==> src/rtl/dpa_pkg.sv <==
package dpa_pkg;

    localparam int DEF_OPW     = 12;
    localparam int DEF_CASW    = 16;
    localparam int DEF_CAS_LAG = 3;

    // control bits that ride with the operands down to the sum stages
    typedef struct packed {
        logic keep;
        logic rnd;
    } sum_ctrl_t;

    // rounding addend: one at the bit just below the upper word, only on a fresh sum
    function automatic logic [63:0] round_addend(input logic rnd, input logic keep,
                                                 input int unsigned bitpos);
        round_addend = (rnd && !keep) ? (64'd1 << bitpos) : 64'd0;
    endfunction

endpackage

==> src/rtl/dpa_pipe.sv <==
module dpa_pipe #(
    parameter int W     = 1,
    parameter int DEPTH = 1
) (
    input  logic         clk,
    input  logic         rst,
    input  logic [W-1:0] d,
    output logic [W-1:0] q
);
    logic [W-1:0] stg [DEPTH];

    for (genvar i = 0; i < DEPTH; i++) begin : g_stage
        if (i == 0) begin : g_first
            always_ff @(posedge clk) begin
                if (rst) stg[i] <= '0;
                else     stg[i] <= d;
            end
        end else begin : g_next
            always_ff @(posedge clk) begin
                if (rst) stg[i] <= '0;
                else     stg[i] <= stg[i-1];
            end
        end
    end

    assign q = stg[DEPTH-1];
endmodule

==> src/rtl/dpa_lane.sv <==
// One product lane: capture (S1), multiply (S2), optional negate with sign extension (S3).
module dpa_lane #(
    parameter int OPW = 12,
    parameter int AW  = 24
) (
    input  logic                  clk,
    input  logic                  rst,
    input  logic signed [OPW-1:0] x,
    input  logic signed [OPW-1:0] y,
    input  logic                  neg,
    output logic signed [AW-1:0]  term
);
    localparam int PW = 2 * OPW;

    logic signed [OPW-1:0] x_q, y_q;
    logic                  neg_s1, neg_s2;
    logic signed [PW-1:0]  prod_q;
    logic signed [AW-1:0]  prod_ext;
    logic signed [AW-1:0]  term_q;

    always_ff @(posedge clk) begin
        if (rst) begin
            x_q    <= '0;
            y_q    <= '0;
            neg_s1 <= 1'b0;
        end else begin
            x_q    <= x;
            y_q    <= y;
            neg_s1 <= neg;
        end
    end

    always_ff @(posedge clk) begin
        if (rst) begin
            prod_q <= '0;
            neg_s2 <= 1'b0;
        end else begin
            prod_q <= x_q * y_q;
            neg_s2 <= neg_s1;
        end
    end

    assign prod_ext = AW'(prod_q);

    always_ff @(posedge clk) begin
        if (rst) term_q <= '0;
        else     term_q <= neg_s2 ? -prod_ext : prod_ext;
    end

    assign term = term_q;

    // product sign follows operand signs
    a_r1_product_sign: assert property (@(posedge clk) disable iff (rst)
        (x_q != '0 && y_q != '0) |=> prod_q[PW-1] == $past(x_q[OPW-1] ^ y_q[OPW-1]));

    // a negated nonzero product leaves the lane with the opposite sign
    a_r2_negate_flips_sign: assert property (@(posedge clk) disable iff (rst)
        (neg_s2 && prod_q != '0) |=> term_q[AW-1] != $past(prod_q[PW-1]));
endmodule

==> src/rtl/dpa_cascade.sv <==
// Cascade path: capture, then either use at once (bypass) or after LAG extra stages.
module dpa_cascade #(
    parameter int CASW = 16,
    parameter int AW   = 24,
    parameter int LAG  = 3
) (
    input  logic                 clk,
    input  logic                 rst,
    input  logic [CASW-1:0]      cas,
    input  logic                 use_n,
    input  logic                 bypass,
    output logic signed [AW-1:0] cas_term
);
    localparam int SH = AW - CASW;

    logic [CASW-1:0] cas_q;
    logic            use_q, byp_q;
    logic [CASW-1:0] cas_d;
    logic            use_d;

    always_ff @(posedge clk) begin
        if (rst) begin
            cas_q <= '0;
            use_q <= 1'b0;
            byp_q <= 1'b0;
        end else begin
            cas_q <= cas;
            use_q <= !use_n;
            byp_q <= bypass;
        end
    end

    // a word that took the short path is not offered again by the long one
    dpa_pipe #(.W(CASW + 1), .DEPTH(LAG)) u_lag (
        .clk (clk),
        .rst (rst),
        .d   ({use_q & ~byp_q, cas_q}),
        .q   ({use_d, cas_d})
    );

    always_comb begin
        if (byp_q) cas_term = use_q ? {cas_q, {SH{1'b0}}} : '0;
        else       cas_term = use_d ? {cas_d, {SH{1'b0}}} : '0;
    end
endmodule

==> src/rtl/dpa_sum_accum.sv <==
// S4: add lanes plus round; S5: accumulate with cascade; S6: output register.
module dpa_sum_accum
    import dpa_pkg::*;
#(
    parameter int AW      = 24,
    parameter int RND_BIT = 7
) (
    input  logic                 clk,
    input  logic                 rst,
    input  logic                 keep,
    input  logic                 rnd,
    input  logic signed [AW-1:0] t0,
    input  logic signed [AW-1:0] t1,
    input  logic signed [AW-1:0] cas_term,
    output logic [AW-1:0]        acc_out
);
    sum_ctrl_t        ctl_in, ctl_s3;
    logic [AW-1:0]    rnd_add;
    logic [AW-1:0]    sum_q;
    logic             keep_s4;
    logic [AW-1:0]    acc_q;
    logic [AW-1:0]    out_q;

    assign ctl_in = '{keep: keep, rnd: rnd};

    // controls travel three stages to meet the lane outputs
    dpa_pipe #(.W($bits(sum_ctrl_t)), .DEPTH(3)) u_ctl (
        .clk (clk),
        .rst (rst),
        .d   (ctl_in),
        .q   (ctl_s3)
    );

    assign rnd_add = AW'(round_addend(ctl_s3.rnd, ctl_s3.keep, RND_BIT));

    always_ff @(posedge clk) begin
        if (rst) begin
            sum_q   <= '0;
            keep_s4 <= 1'b0;
        end else begin
            sum_q   <= t0 + t1 + rnd_add;
            keep_s4 <= ctl_s3.keep;
        end
    end

    always_ff @(posedge clk) begin
        if (rst)          acc_q <= '0;
        else if (keep_s4) acc_q <= acc_q + sum_q + cas_term;
        else              acc_q <= sum_q + cas_term;
    end

    always_ff @(posedge clk) begin
        if (rst) out_q <= '0;
        else     out_q <= acc_q;
    end

    assign acc_out = out_q;

    // rounding never disturbs the bits below the round position
    a_r5_round_leaves_low_bits: assert property (@(posedge clk) disable iff (rst)
        1'b1 |=> sum_q[RND_BIT-1:0] == RND_BIT'($past(t0) + $past(t1)));

    // keeping with an all-zero term holds the running sum
    a_r4_keep_zero_holds: assert property (@(posedge clk) disable iff (rst)
        (keep_s4 && sum_q == '0 && cas_term == '0) |=> acc_q == $past(acc_q));
endmodule

==> src/rtl/dual_product_acc.sv <==
module dual_product_acc
    import dpa_pkg::*;
#(
    parameter int OPW     = DEF_OPW,
    parameter int CASW    = DEF_CASW,
    parameter int CAS_LAG = DEF_CAS_LAG
) (
    input  logic            clk,
    input  logic            rst,
    input  logic [OPW-1:0]  op_a,
    input  logic [OPW-1:0]  op_b,
    input  logic [OPW-1:0]  op_c,
    input  logic [OPW-1:0]  op_d,
    input  logic            neg_ab,
    input  logic            neg_cd,
    input  logic            acc_keep,
    input  logic            rnd_req,
    input  logic [CASW-1:0] cas_in,
    input  logic            cas_use_n,
    input  logic            cas_bypass,
    output logic [2*OPW-1:0] acc_out
);
    localparam int AW      = 2 * OPW;
    localparam int SH      = AW - CASW;
    localparam int RND_BIT = SH - 1;
    localparam int NLANE   = 2;

    logic signed [OPW-1:0] lhs [NLANE];
    logic signed [OPW-1:0] rhs [NLANE];
    logic                  ngt [NLANE];
    logic signed [AW-1:0]  lane_term [NLANE];
    logic signed [AW-1:0]  cas_term;

    assign lhs[0] = op_a;
    assign rhs[0] = op_b;
    assign ngt[0] = neg_ab;
    assign lhs[1] = op_c;
    assign rhs[1] = op_d;
    assign ngt[1] = neg_cd;

    for (genvar i = 0; i < NLANE; i++) begin : g_lane
        dpa_lane #(.OPW(OPW), .AW(AW)) u_lane (
            .clk  (clk),
            .rst  (rst),
            .x    (lhs[i]),
            .y    (rhs[i]),
            .neg  (ngt[i]),
            .term (lane_term[i])
        );
    end

    dpa_cascade #(.CASW(CASW), .AW(AW), .LAG(CAS_LAG)) u_cas (
        .clk      (clk),
        .rst      (rst),
        .cas      (cas_in),
        .use_n    (cas_use_n),
        .bypass   (cas_bypass),
        .cas_term (cas_term)
    );

    dpa_sum_accum #(.AW(AW), .RND_BIT(RND_BIT)) u_sum (
        .clk      (clk),
        .rst      (rst),
        .keep     (acc_keep),
        .rnd      (rnd_req),
        .t0       (lane_term[0]),
        .t1       (lane_term[1]),
        .cas_term (cas_term),
        .acc_out  (acc_out)
    );

    // reset clears the output on the next edge
    a_r10_reset_clears: assert property (@(posedge clk)
        rst |=> acc_out == '0);

    // the cascade term never carries bits below its weight
    a_r6_cascade_weight: assert property (@(posedge clk) disable iff (rst)
        cas_term[SH-1:0] == '0);
endmodule

==> config.mk <==
export PLATFORM = sky130hd
export DESIGN_NAME = dual_product_acc
export DESIGN_NICKNAME = d
export VERILOG_FILES = /design/src/rtl/dpa_pkg.sv /design/src/rtl/dpa_pipe.sv /design/src/rtl/dpa_lane.sv /design/src/rtl/dpa_cascade.sv /design/src/rtl/dpa_sum_accum.sv /design/src/rtl/dual_product_acc.sv
export SDC_FILE = /design/constraint.sdc
export NUM_CORES = 1
export LEC_CHECK = 0
export BUFFER_PORTS_ARGS = -buffer_cell sky130_fd_sc_hd__buf_2
export CORE_UTILIZATION = 45
export DETAILED_ROUTE_END_ITERATION = 10
export GPL_TIMING_DRIVEN = 1
export MAX_ROUTING_LAYER = met4
export PLACE_DENSITY = 0.6
export SETUP_SLACK_MARGIN = 0.2
export SYNTH_ARGS = -nofsm -noshare
export SYNTH_HDL_FRONTEND = slang
export SYNTH_SLANG_ARGS = --single-unit
==> constraint.sdc <==
create_clock -name clk -period 9.6 [get_ports clk]
set_clock_uncertainty 0.2 [all_clocks]
set_input_delay 0.48 -clock clk [delete_from_list [all_inputs] [get_ports clk]]
set_output_delay 0.48 -clock clk [all_outputs]
set_load 0.02 [all_outputs]
==> results.py, run 1 <==
metrics = {
    "logic_synthesis": {
        "ys_top_cells_by_area": "dfxtp_1, fa_1, ha_1",
        "async_flop_share": 0,
        "yosys_most_used_dff": "dfxtp_1",
        "syn_area_mm2": 0.0233,
        "synth_top_area_frac": 0.255,
        "synthCells": 2514,
        "yosysSeqAreaShare": 0.255,
        "ys_warn_count": 0,
        "yosysTopAreaCell": "dfxtp_1",
        "synth-edff-count": 0,
        "yosys.cell_types.count": 66,
        "synth_fp_nets": 3074,
        "ys_ff_latch": 296,
        "syn_avg_cell_area_um2": 9.25,
    },
    "placement": {
        "io_buffers": 95,
        "hpwlAfterDp_um": 37800,
        "dpl_cell_area_mm2": 0.0243,
        "dp.cells": 3191,
        "place.gp.congestion": 0.906,
    },
    "drt": {
        "drt_iter0_markers": 753,
        "drt_pre_antenna_iters": 5,
        "wl_per_cell_um": 14.6,
        "vias": 16604,
        "post_drt_via_cell_ratio": 4.99,
        "ant_nets": 0,
        "drt_wl_total_um": 48600,
        "drt_drc_violations_left": 0,
    },
    "grt": {
        "grt_pass1_vias": 17475,
        "grt_pass1_wl_um": 83400,
        "grt-ovfl-total": 0,
        "antenna_found_initial": 0,
        "grt_util_all_layers": 0.199,
        "grt_start_max_net_pins": 213,
    },
    "setup_path": {
        "endpoint_kind": "register",
        "worstSetupStartpointType": "register",
        "r2r_start": "g_lane[1].u_lane.x_q[11]$_SDFF_PP0_",
        "r2r_cells": 20,
        "r2r_setup_slack_ns": 3.51,
        "worstPathMaxFanout": 12,
        "required_ns": 9.84,
        "path_class": "register to register",
        "rr_endpoint": "g_lane[1].u_lane.prod_ext[21]$_SDFF_PP0_",
        "crit_arrival_ns": 6.33,
    },
    "power_and_ir_drop": {
        "powerDensity_mw_per_mm2": 170,
        "ir_worst_vdd_mv": 0.110,
        "power.leakage_nw": 12.8,
    },
    "cts": {
        "cts_tree": "yes",
        "cts_buffer_depth": 3,
        "cts_root_buf": "clkbuf_16",
        "h-tree-depth": 2,
        "clk_latency_ns": 0.56,
        "path_clk_slew_ns": 0.05,
        "numCtsBuffers": 36,
        "clock-sinks": 296,
    },
    "floorplanning": {
        "core_area_mm2": 0.0506,
        "fp-row-count": 82,
        "start_util": 0.460,
        "ioPinCount": 96,
        "die_w_um": 229,
        "dieArea_mm2": 0.0526,
        "die_h_um": 229,
    },
    "sta": {
        "hold_violations": 0,
        "fmax_mhz": 164,
        "slew_viol_final": 0,
        "slew_headroom": 0.319,
        "rsz0062_at_grt": "no",
        "tns_ns": 0,
        "min_period_over_period": 0.635,
        "worst_slew_pin_slew_ns": 1.02,
        "fin_crit_ns": 6.09,
        "whs_ns": 0.155,
        "setup_viol": 0,
    },
    "finish": {
        "area_delta_synth_final_pct": 12.4,
        "utilization": 0.517,
        "fin_area_mm2": 0.0262,
        "fillers": 4745,
        "drive_above_1_share": 0.0655,
        "n_antenna_cell": 0,
        "layoutNonFillerInstCount": 3327,
        "nNetsFinal": 3187,
    },
    "worst_hold_path": {
        "hold_start": "rst",
        "holdCritPathClass": "primary input to register",
        "holdPathStages": 2,
        "holdPathEnd": "g_lane[0].u_lane.x_q[9]$_SDFF_PP0_",
    },
    "run": {
        "drv_cap": 0,
    },
    "outcome": {
        "status": "finished clean",
    },
}
-- worst max-delay path by stage --
stage / cells past startpoint / startpoint / slack, ns / end
floorplan: 21 / g_lane[1].u_lane.x_q[11]$_SDFF_PP0_ / 3.88 / g_lane[1].u_lane.prod_ext[21]$_SDFF_PP0_
global placement: 20 / g_lane[1].u_lane.x_q[11]$_SDFF_PP0_ / 3.66 / g_lane[1].u_lane.prod_ext[21]$_SDFF_PP0_
detailed placement: 20 / g_lane[1].u_lane.x_q[11]$_SDFF_PP0_ / 3.55 / g_lane[1].u_lane.prod_ext[21]$_SDFF_PP0_
CTS: 20 / g_lane[1].u_lane.x_q[11]$_SDFF_PP0_ / 3.51 / g_lane[1].u_lane.prod_ext[21]$_SDFF_PP0_
global route: 20 / g_lane[1].u_lane.x_q[11]$_SDFF_PP0_ / 3.18 / g_lane[1].u_lane.prod_ext[21]$_SDFF_PP0_
finish: 20 / g_lane[1].u_lane.x_q[11]$_SDFF_PP0_ / 3.51 / g_lane[1].u_lane.prod_ext[21]$_SDFF_PP0_
-- report_power, final --
group | leakage (nW) | internal (mW) | switching (mW)
combinational | 9.77 | 0.687 | 0.864
sequential | 2.43 | 1.41 | 0.146
clock | 0.572 | 0.795 | 0.556
total | 12.8 | 2.89 | 1.57
-- cells by family (layout without fill, tap and decap cells) --
family / after synthesis / after routing / synth area share
simple gates: 796 / 796 / 0.169
xor+xnor: 126 / 126 / 0.0474
flops: 296 / 296 / 0.255
mux: 16 / 16 / 0.00710
buf+inv: 519 / 660 / 0.0837
fa+ha+maj: 488 / 488 / 0.358
compound gates: 273 / 273 / 0.0799
-- state kept, by name, summed over array words and instances (netlist names) --
| name | flops |
|---|---|
| g_lane.u_lane.neg_s2 | 2 |
| u_cas.byp_q | 1 |
| u_sum.keep_s4 | 1 |
| u_cas.use_q | 1 |
| u_cas.cas_q | 16 |
| g_lane.u_lane.x_q | 24 |
| u_sum.acc_out | 24 |
| g_lane.u_lane.neg_s1 | 2 |
| u_cas.u_lag.stg | 51 |
| u_sum.u_ctl.stg | 6 |
| g_lane.u_lane.term | 48 |
| g_lane.u_lane.y_q | 24 |
| u_sum.sum_q | 24 |
| u_sum.acc_q | 24 |
| g_lane.u_lane.prod_ext | 48 |
-- final cells by class --
cell class | instances | area (µm²) | share of cell area
clock buffers | 50 | 1000 | 0.0384
well taps | 672 | 841 | 0.0321
clock inverters | 16 | 175 | 0.00670
inverters | 426 | 1600 | 0.0611
multi-input cells | 1699 | 15400 | 0.588
flip-flops and latches | 296 | 5930 | 0.227
repair buffers | 168 | 1220 | 0.0467
-- Yosys cell counts, types with 4 or more instances --
master,count
buf_1,8
o31ai_1,19
nand3_1,11
a21oi_1,59
fa_1,295
ha_1,193
a21o_1,27
or3_1,14
a21boi_0,5
nor3_1,32
a22o_1,16
a31oi_1,9
o31a_1,4
nor2b_1,166
dfxtp_1,296
and3_1,16
nand2b_1,17
a41o_1,4
o41ai_1,8
o21bai_1,4
and2_1,86
a211oi_1,20
xor2_1,70
o21ai_0,50
mux2i_1,12
clkbuf_1,85
nor2_1,180
nand4_1,6
o211ai_1,4
or2_2,6
nor3b_1,4
xnor2_1,56
or4_1,7
nand2_1,237
inv_1,424
mux2_2,4
o21a_1,15
-- per-layer routing --
layer	vias to the layer above	routed length, µm	part of all wire	track usage
li1	8086	-	-	-
met1	8201	21400	0.44	0.241
met2	234	24400	0.50	0.346
met3	83	1510	0.031	0.0285
met4	0	1280	0.026	0.0548
met5	-	0	0	-
-- critical path, stage by stage (launching register included) --
cell,delay [ns]
dfxtp_1,0.57
nand2_1,0.18
inv_1,0.15
fa_1,0.43
inv_1,0.08
fa_1,0.43
fa_1,0.51
inv_1,0.05
fa_1,0.52
inv_1,0.05
fa_1,0.47
inv_1,0.04
ha_1,0.31
or2_2,0.30
o31a_1,0.12
o211a_1,0.14
or4_1,0.57
and3_1,0.22
o31ai_1,0.31
a21oi_1,0.12
o21a_1,0.19
-- cell usage in the layout (no fill, tap or decap), drive strengths merged, types with 16 or more instances in the layout --
cell         count
nor2b          166
o31ai           20
a21o            27
buf             98
and3            16
and2            86
nor3            33
a22o            16
dfxtp          296
xnor2           56
clkbuf          50
nand2          237
nor2           180
o21ai           51
xor2            70
fa             295
dlygate4sd3     70
nand2b          17
a21oi           59
inv            427
a211oi          20
ha             193
-- per-stage QoR --
stage / setup slack, ns / total power, mW
global placement: 3.66 / 3.08
CTS: 3.51 / 4.51
finish: 3.51 / 4.46
floorplan: 3.88 / 2.74
detailed placement: 3.55 / 3.11
global route: 3.18 / 4.81
-- what timing repair did --
item	CTS	global route
hold endpoints to repair	70	0
resized for setup	0	0
hold buffers	70	0
setup buffers	0	0
No activity file was read; power rests on OpenSTA's default activity.
==> run 2: changes to the inputs <==
==> constraint.sdc (replaced) <==
create_clock -name clk -period 5.8 [get_ports clk]
set_clock_uncertainty 0.2 [all_clocks]
set_input_delay 0.29 -clock clk [delete_from_list [all_inputs] [get_ports clk]]
set_output_delay 0.29 -clock clk [all_outputs]
set_load 0.02 [all_outputs]
==> results.py, run 2 (same netlist as run 1, synthesis figures left out) <==
metrics = {
    "worst_hold_path": {
        "holdCritPathClass": "primary input to register",
        "holdPathStages": 3,
        "hold_start": "cas_use_n",
    },
    "power_and_ir_drop": {
        "power_frac_clock": 0.312,
        "power.leakage_nw": 13.4,
        "finalPower_mw": 7.64,
        "switching_share": 0.344,
        "power.switching_mw": 2.63,
        "combPwrFrac": 0.355,
        "intPower_mw": 5.01,
        "powerDensity_mw_per_mm2": 279,
        "ir_worst_vdd_mv": 0.189,
        "p_seq_frac": 0.333,
    },
    "grt": {
        "grt_pass1_wl_um": 84800,
        "grt-ovfl-total": 0,
        "grt_util_all_layers": 0.203,
        "grt_pass1_vias": 17649,
        "antenna_found_initial": 0,
        "grt_start_max_net_pins": 187,
    },
    "setup_path": {
        "r2r_start": "g_lane[1].u_lane.x_q[3]$_SDFF_PP0_",
        "slowest_stage": "fa_1",
        "worstPathMaxFanout": 4,
        "worstSetupStartpointType": "register",
        "crit_arrival_ns": 5.81,
        "critPathBufInv": 4,
        "path_class": "register to register",
        "endpoint_kind": "register",
        "r2r_cells": 18,
        "crit_chain": "and2_4, fa_1, inv_2, fa_1, inv_2, fa_1, fa_1, inv_2, fa_1, inv_2, ha_4, or3_4, o211a_1, or4_4, and3_4, o31ai_4, and3_1, o21a_1",
        "path_depth": 18,
        "cp_slowest_stage_delay_ns": 0.54,
        "timing.critical_path.from": "g_lane[1].u_lane.x_q[3]$_SDFF_PP0_",
        "cpMostUsedCell": "fa_1",
        "crit_family": "adder cells",
        "required_ns": 6.08,
    },
    "drt": {
        "post_drt_via_cell_ratio": 4.91,
        "wl_per_cell_um": 14.4,
        "drt_wl_total_um": 49400,
        "drt_pre_antenna_iters": 6,
        "ant_nets": 0,
        "drt_iter0_markers": 681,
        "vias": 16856,
        "drt_drc_violations_left": 0,
    },
    "cts": {
        "clock-sinks": 296,
        "cts_tree": "yes",
        "cts_buffer_depth": 3,
        "clk_latency_ns": 0.56,
        "numCtsBuffers": 36,
        "path_clk_slew_ns": 0.06,
        "h-tree-depth": 2,
        "cts_root_buf": "clkbuf_16",
    },
    "finish": {
        "drive_above_1_share": 0.109,
        "final_common_cell": "inv_1",
        "final_cell_mix": "inv_1, fa_1, dfxtp_1",
        "area_delta_synth_final_pct": 17.6,
        "largest_register_ffs": 51,
        "nNetsFinal": 3294,
        "n_antenna_cell": 0,
        "fillers": 4628,
        "regMostFlops": "u_cas.u_lag.stg",
    },
    "floorplanning": {
        "start_util": 0.460,
        "die_w_um": 229,
        "die_h_um": 229,
        "ioPinCount": 96,
        "core_area_mm2": 0.0506,
        "dieArea_mm2": 0.0526,
        "fp-row-count": 82,
    },
    "sta": {
        "worst_slew_pin_slew_ns": 0.859,
        "fin_crit_ns": 5.52,
        "tns_ns": 0,
        "slew_viol_final": 0,
        "slew_headroom": 0.427,
        "hold_violations": 0,
        "min_period_over_period": 0.952,
        "rsz0062_at_grt": "yes",
        "setup_viol": 0,
        "fmax_mhz": 181,
    },
    "run": {
        "drv_cap": 0,
    },
    "outcome": {
        "status": "finished clean",
    },
    "placement": {
        "hpwlAfterDp_um": 38400,
        "place.gp.congestion": 0.909,
        "io_buffers": 95,
    },
}
run 2: cell count changes in the layout (fill, tap and decap cells not counted), moves of 3 or more:
cell | before | now
inv_6 | 2 | 5
clkinv_2 | 6 | 1
inv_1 | 424 | 417
bufinv_16 | 2 | 5
dfxtp_4 | 0 | 14
dlygate4sd3_1 | 70 | 118
dfxtp_1 | 296 | 256
and2_1 | 86 | 83
inv_2 | 0 | 7
clkbuf_1 | 9 | 6
buf_4 | 2 | 58
dfxtp_2 | 0 | 26
and2_4 | 0 | 3
run 2: tightest hold or removal path, delay by kind of cell:
kind / cells / cell delay (ns)
buffers and inverters: 2 / 0.63
AND/OR/NAND/NOR: 1 / 0.03
run 2: metal layers:
metal	track usage	up-vias	routed length [µm]
li1	-	8291	-
met1	0.250	8195	21600
met2	0.347	290	24800
met3	0.0301	80	1930
met4	0.0502	0	1030
met5	-	-	0
run 2: path summary, 6_finish.rpt:
path	to	slack, ns
min	u_cas.use_q$_SDFF_PP0_	0.23
max reg2reg	g_lane[1].u_lane.prod_ext[21]$_SDFF_PP0_	0.28
max	g_lane[1].u_lane.prod_ext[21]$_SDFF_PP0_	0.28
min reg2reg	u_cas.u_lag.stg[1][8]$_SDFF_PP0_	0.23
run 2: repair_timing:
| item | CTS | global route |
|---|---|---|
| endpoints found under the setup margin | 10 | 12 |
| pin swaps | 3 | 17 |
| endpoints found under the hold margin | 72 | 0 |
| gates resized for setup | 19 | 71 |
| buffers inserted | 2 | 7 |
| hold buffers | 118 | 0 |
| cloned | 0 | 0 |
run 2: cell type report:
cell class	instances	area [µm²]	share of cell area
Multi-Input combinational cell	1699	15500	0.566
Clock inverter	16	260	0.00951
Tap cell	672	841	0.0307
Clock buffer	48	1010	0.0368
Sequential cell	296	6010	0.220
Timing Repair Buffer	275	2160	0.0791
Inverter	426	1600	0.0584
run 2: metrics by stage:
step | util | cells | setup slack [ns] | hold slack (ns) | area (µm²)
6_report | 0.541 | 3432 | 0.277 | 0.234 | 27400
3_5_place_dp | 0.487 | 3241 | -0.143 | 0.225 | 24600
5_1_grt | 0.541 | 3432 | 0.128 | 0.224 | 27400
2_1_floorplan | - | 2514 | 0.201 | 0.162 | 23300
4_1_cts | 0.537 | 3425 | 0.146 | 0.184 | 27200
3_3_place_gp | 0.487 | 3241 | -0.0286 | 0.216 | 24600
run 2: power by group through the flow:
| stage | logic [mW] | clock network (mW) | registers [mW] |
|---|---|---|---|
| floorplan | 2.01 | 0 | 2.51 |
| global placement | 2.55 | 0 | 2.58 |
| detailed placement | 2.59 | 0 | 2.59 |
| CTS | 2.69 | 2.47 | 2.55 |
| global route | 3.13 | 2.54 | 2.58 |
| finish | 2.71 | 2.38 | 2.55 |
==> run 3: changes to the inputs <==
--- a/config.mk
+++ b/config.mk
@@ -6,12 +6,14 @@
 export NUM_CORES = 1
 export LEC_CHECK = 0
 export BUFFER_PORTS_ARGS = -buffer_cell sky130_fd_sc_hd__buf_2
-export CORE_UTILIZATION = 45
+export CORE_UTILIZATION = 55
+export CTS_CLUSTER_DIAMETER = 150
 export DETAILED_ROUTE_END_ITERATION = 10
 export GPL_TIMING_DRIVEN = 1
 export MAX_ROUTING_LAYER = met4
-export PLACE_DENSITY = 0.6
+export PLACE_DENSITY = 0.71
 export SETUP_SLACK_MARGIN = 0.2
 export SYNTH_ARGS = -nofsm -noshare
 export SYNTH_HDL_FRONTEND = slang
+export SYNTH_HIERARCHICAL = 1
 export SYNTH_SLANG_ARGS = --single-unit
==> results.py, run 3 <==
metrics = {
    "logic_synthesis": {
        "syn_avg_cell_area_um2": 9.30,
        "ys_top_cells_by_area": "fa_1, dfxtp_1, ha_1",
        "syn_area_mm2": 0.0241,
        "synthCells": 2593,
        "yosysSeqAreaShare": 0.246,
        "synth_common_cells": "inv_1, fa_1, dfxtp_1, nand2_1, ha_1",
        "yosysTopAreaCell": "fa_1",
        "yosys.cell_types.count": 87,
        "synth_top_area_frac": 0.252,
        "ys_ff_latch": 296,
        "synth-edff-count": 0,
        "ys_warn_count": 6,
        "async_flop_share": 0,
        "synth.most_common_cell": "inv_1",
        "yosys_most_used_dff": "dfxtp_1",
    },
    "setup_path": {
        "r2r_cells": 16,
        "worstSetupStartpointType": "register",
        "rr_endpoint": "g_lane[0].u_lane/prod_ext[21]$_SDFF_PP0_",
        "crit_arrival_ns": 5.65,
        "required_ns": 6.04,
        "path_class": "register to register",
        "endpoint_kind": "register",
        "worstPathMaxFanout": 7,
        "r2r_start": "g_lane[0].u_lane/y_q[11]$_SDFF_PP0_",
        "r2r_setup_slack_ns": 0.40,
    },
    "sta": {
        "setup_viol": 0,
        "fin_ws_ns": 0.395,
        "fmax_mhz": 185,
        "fin_crit_ns": 5.40,
        "slew_viol_final": 0,
        "tns_ns": 0,
        "min_period_over_period": 0.932,
        "hold_violations": 0,
        "worst_slew_pin_slew_ns": 0.765,
        "slew_headroom": 0.489,
        "rsz0062_at_grt": "yes",
    },
    "cts": {
        "cts_buffer_depth": 3,
        "clock-sinks": 296,
        "clk_latency_ns": 0.55,
        "cts_root_buf": "clkbuf_16",
        "numCtsBuffers": 36,
        "cts_tree": "yes",
        "path_clk_slew_ns": 0.06,
        "h-tree-depth": 2,
    },
    "drt": {
        "drt_drc_violations_left": 0,
        "drt_iter0_markers": 868,
        "wl_per_cell_um": 15.4,
        "post_drt_via_cell_ratio": 5.21,
        "drt_wl_total_um": 51300,
        "vias": 17357,
        "ant_nets": 0,
        "drt_pre_antenna_iters": 5,
    },
    "placement": {
        "dpl_cell_area_mm2": 0.0251,
        "io_buffers": 95,
        "dp.cells": 3196,
        "preCtsSetupSlack_ns": 0.180,
        "hpwlAfterDp_um": 39700,
        "place.gp.congestion": 0.901,
    },
    "finish": {
        "area_delta_synth_final_pct": 12.8,
        "layoutNonFillerInstCount": 3330,
        "largest_register_ffs": 51,
        "nNetsFinal": 3291,
        "final_cell_mix": "inv_1, fa_1, nand2_1",
        "regMostFlops": "u_cas/u_lag/stg",
        "n_antenna_cell": 0,
        "fin_area_mm2": 0.0272,
        "final_common_cell": "inv_1",
        "drive_above_1_share": 0.0954,
    },
    "floorplanning": {
        "die_w_um": 211,
        "ioPinCount": 96,
        "die_h_um": 211,
        "dieArea_mm2": 0.0447,
        "core_area_mm2": 0.0432,
        "fp-row-count": 76,
        "start_util": 0.559,
    },
    "worst_hold_path": {
        "hold_start": "u_cas/u_lag/stg[1][8]$_SDFF_PP0_",
        "holdPathStages": 1,
        "holdCritPathClass": "register to register",
        "holdPathEnd": "u_cas/u_lag/stg[2][8]$_SDFF_PP0_",
    },
    "power_and_ir_drop": {
        "ir_worst_vdd_mv": 0.208,
        "powerDensity_mw_per_mm2": 291,
        "power.leakage_nw": 12.9,
    },
    "grt": {
        "grt-ovfl-total": 0,
        "grt_start_max_net_pins": 132,
        "grt_util_all_layers": 0.249,
        "grt_pass1_vias": 18169,
        "antenna_found_initial": 0,
        "grt_pass1_wl_um": 87400,
    },
    "outcome": {
        "status": "finished clean",
    },
    "run": {
        "drv_cap": 0,
    },
}
==> run 3: per-layer routing <==
layer | track usage | share of wire | vias to the layer above
met3 | 0.0291 | 0.037 | 69
met4 | 0.0665 | 0.021 | 0
met2 | 0.435 | 0.51 | 306
met5 | - | 0 | -
li1 | - | - | 8502
met1 | 0.304 | 0.44 | 8480
==> run 3: how the worst max path moves through the flow <==
| stage | start | end | slack (ns) |
|---|---|---|---|
| 4_1_cts | g_lane[0].u_lane/y_q[4]$_SDFF_PP0_ | g_lane[0].u_lane/prod_ext[21]$_SDFF_PP0_ | 0.19 |
| 3_3_place_gp | g_lane[0].u_lane/y_q[3]$_SDFF_PP0_ | g_lane[0].u_lane/prod_ext[21]$_SDFF_PP0_ | 0.27 |
| 5_1_grt | g_lane[0].u_lane/y_q[11]$_SDFF_PP0_ | g_lane[0].u_lane/prod_ext[21]$_SDFF_PP0_ | 0.11 |
| 3_5_place_dp | g_lane[0].u_lane/y_q[3]$_SDFF_PP0_ | g_lane[0].u_lane/prod_ext[21]$_SDFF_PP0_ | 0.18 |
| 2_1_floorplan | g_lane[0].u_lane/y_q[0]$_SDFF_PP0_ | g_lane[0].u_lane/prod_ext[21]$_SDFF_PP0_ | 0.40 |
| 6_report | g_lane[0].u_lane/y_q[11]$_SDFF_PP0_ | g_lane[0].u_lane/prod_ext[21]$_SDFF_PP0_ | 0.40 |
==> run 3: area by class of cell <==
| class | instances | area [µm²] |
|---|---|---|
| Multi-Input combinational cell | 1836 | 16400 |
| Fill cell | 3669 | 16000 |
| Clock inverter | 18 | 312 |
| Clock buffer | 42 | 973 |
| Sequential cell | 296 | 6000 |
| Timing Repair Buffer | 183 | 1340 |
| Tap cell | 585 | 732 |
| Inverter | 370 | 1390 |
==> run 3: worst max-delay path, stage by stage (launching register included) <==
cell and delay (ns):
dfxtp_2 0.43, clkinvlp_4 0.17, buf_4 0.17, nor2_1 0.15, fa_1 0.44, fa_1 0.54, fa_1 0.52, fa_1 0.54
inv_1 0.05, fa_1 0.52, inv_1 0.04, ha_1 0.34, and3_1 0.22, o21ai_0 0.25, a21oi_2 0.11, o41ai_2 0.23
mux2_2 0.36
==> run 3: cell families (layout without fill, tap and decap cells) <==
group	count (synthesis)	after routing	share of synthesized area
compound gates	354	354	0.101
fa+ha+maj	496	496	0.352
mux	10	10	0.00441
simple gates	849	849	0.178
buf+inv	468	613	0.0751
other cells	1	8	0.000156
flops	296	296	0.246
xor+xnor	119	119	0.0432
==> run 3: repair_timing <==
item                                    CTS  global route
endpoints found under the setup margin    2            14
endpoints found under the hold margin   106             0
hold buffers                             71             0
resized for setup                         2            61
setup buffers                             0             3
==> run 3: per-stage QoR <==
step                utilization  total power, mW  hold slack, ns
floorplan                     -             4.79           0.162
global placement          0.580             5.35           0.217
detailed placement        0.580             5.42           0.222
CTS                       0.627             7.95           0.234
global route              0.630             8.51           0.248
finish                    0.630             7.92           0.226
==> run 3: where the power goes <==
group	internal (mW)	total [mW]	switching, mW
Sequential	2.33	2.59	0.261
Combinational	1.29	2.89	1.60
Clock	1.52	2.44	0.918
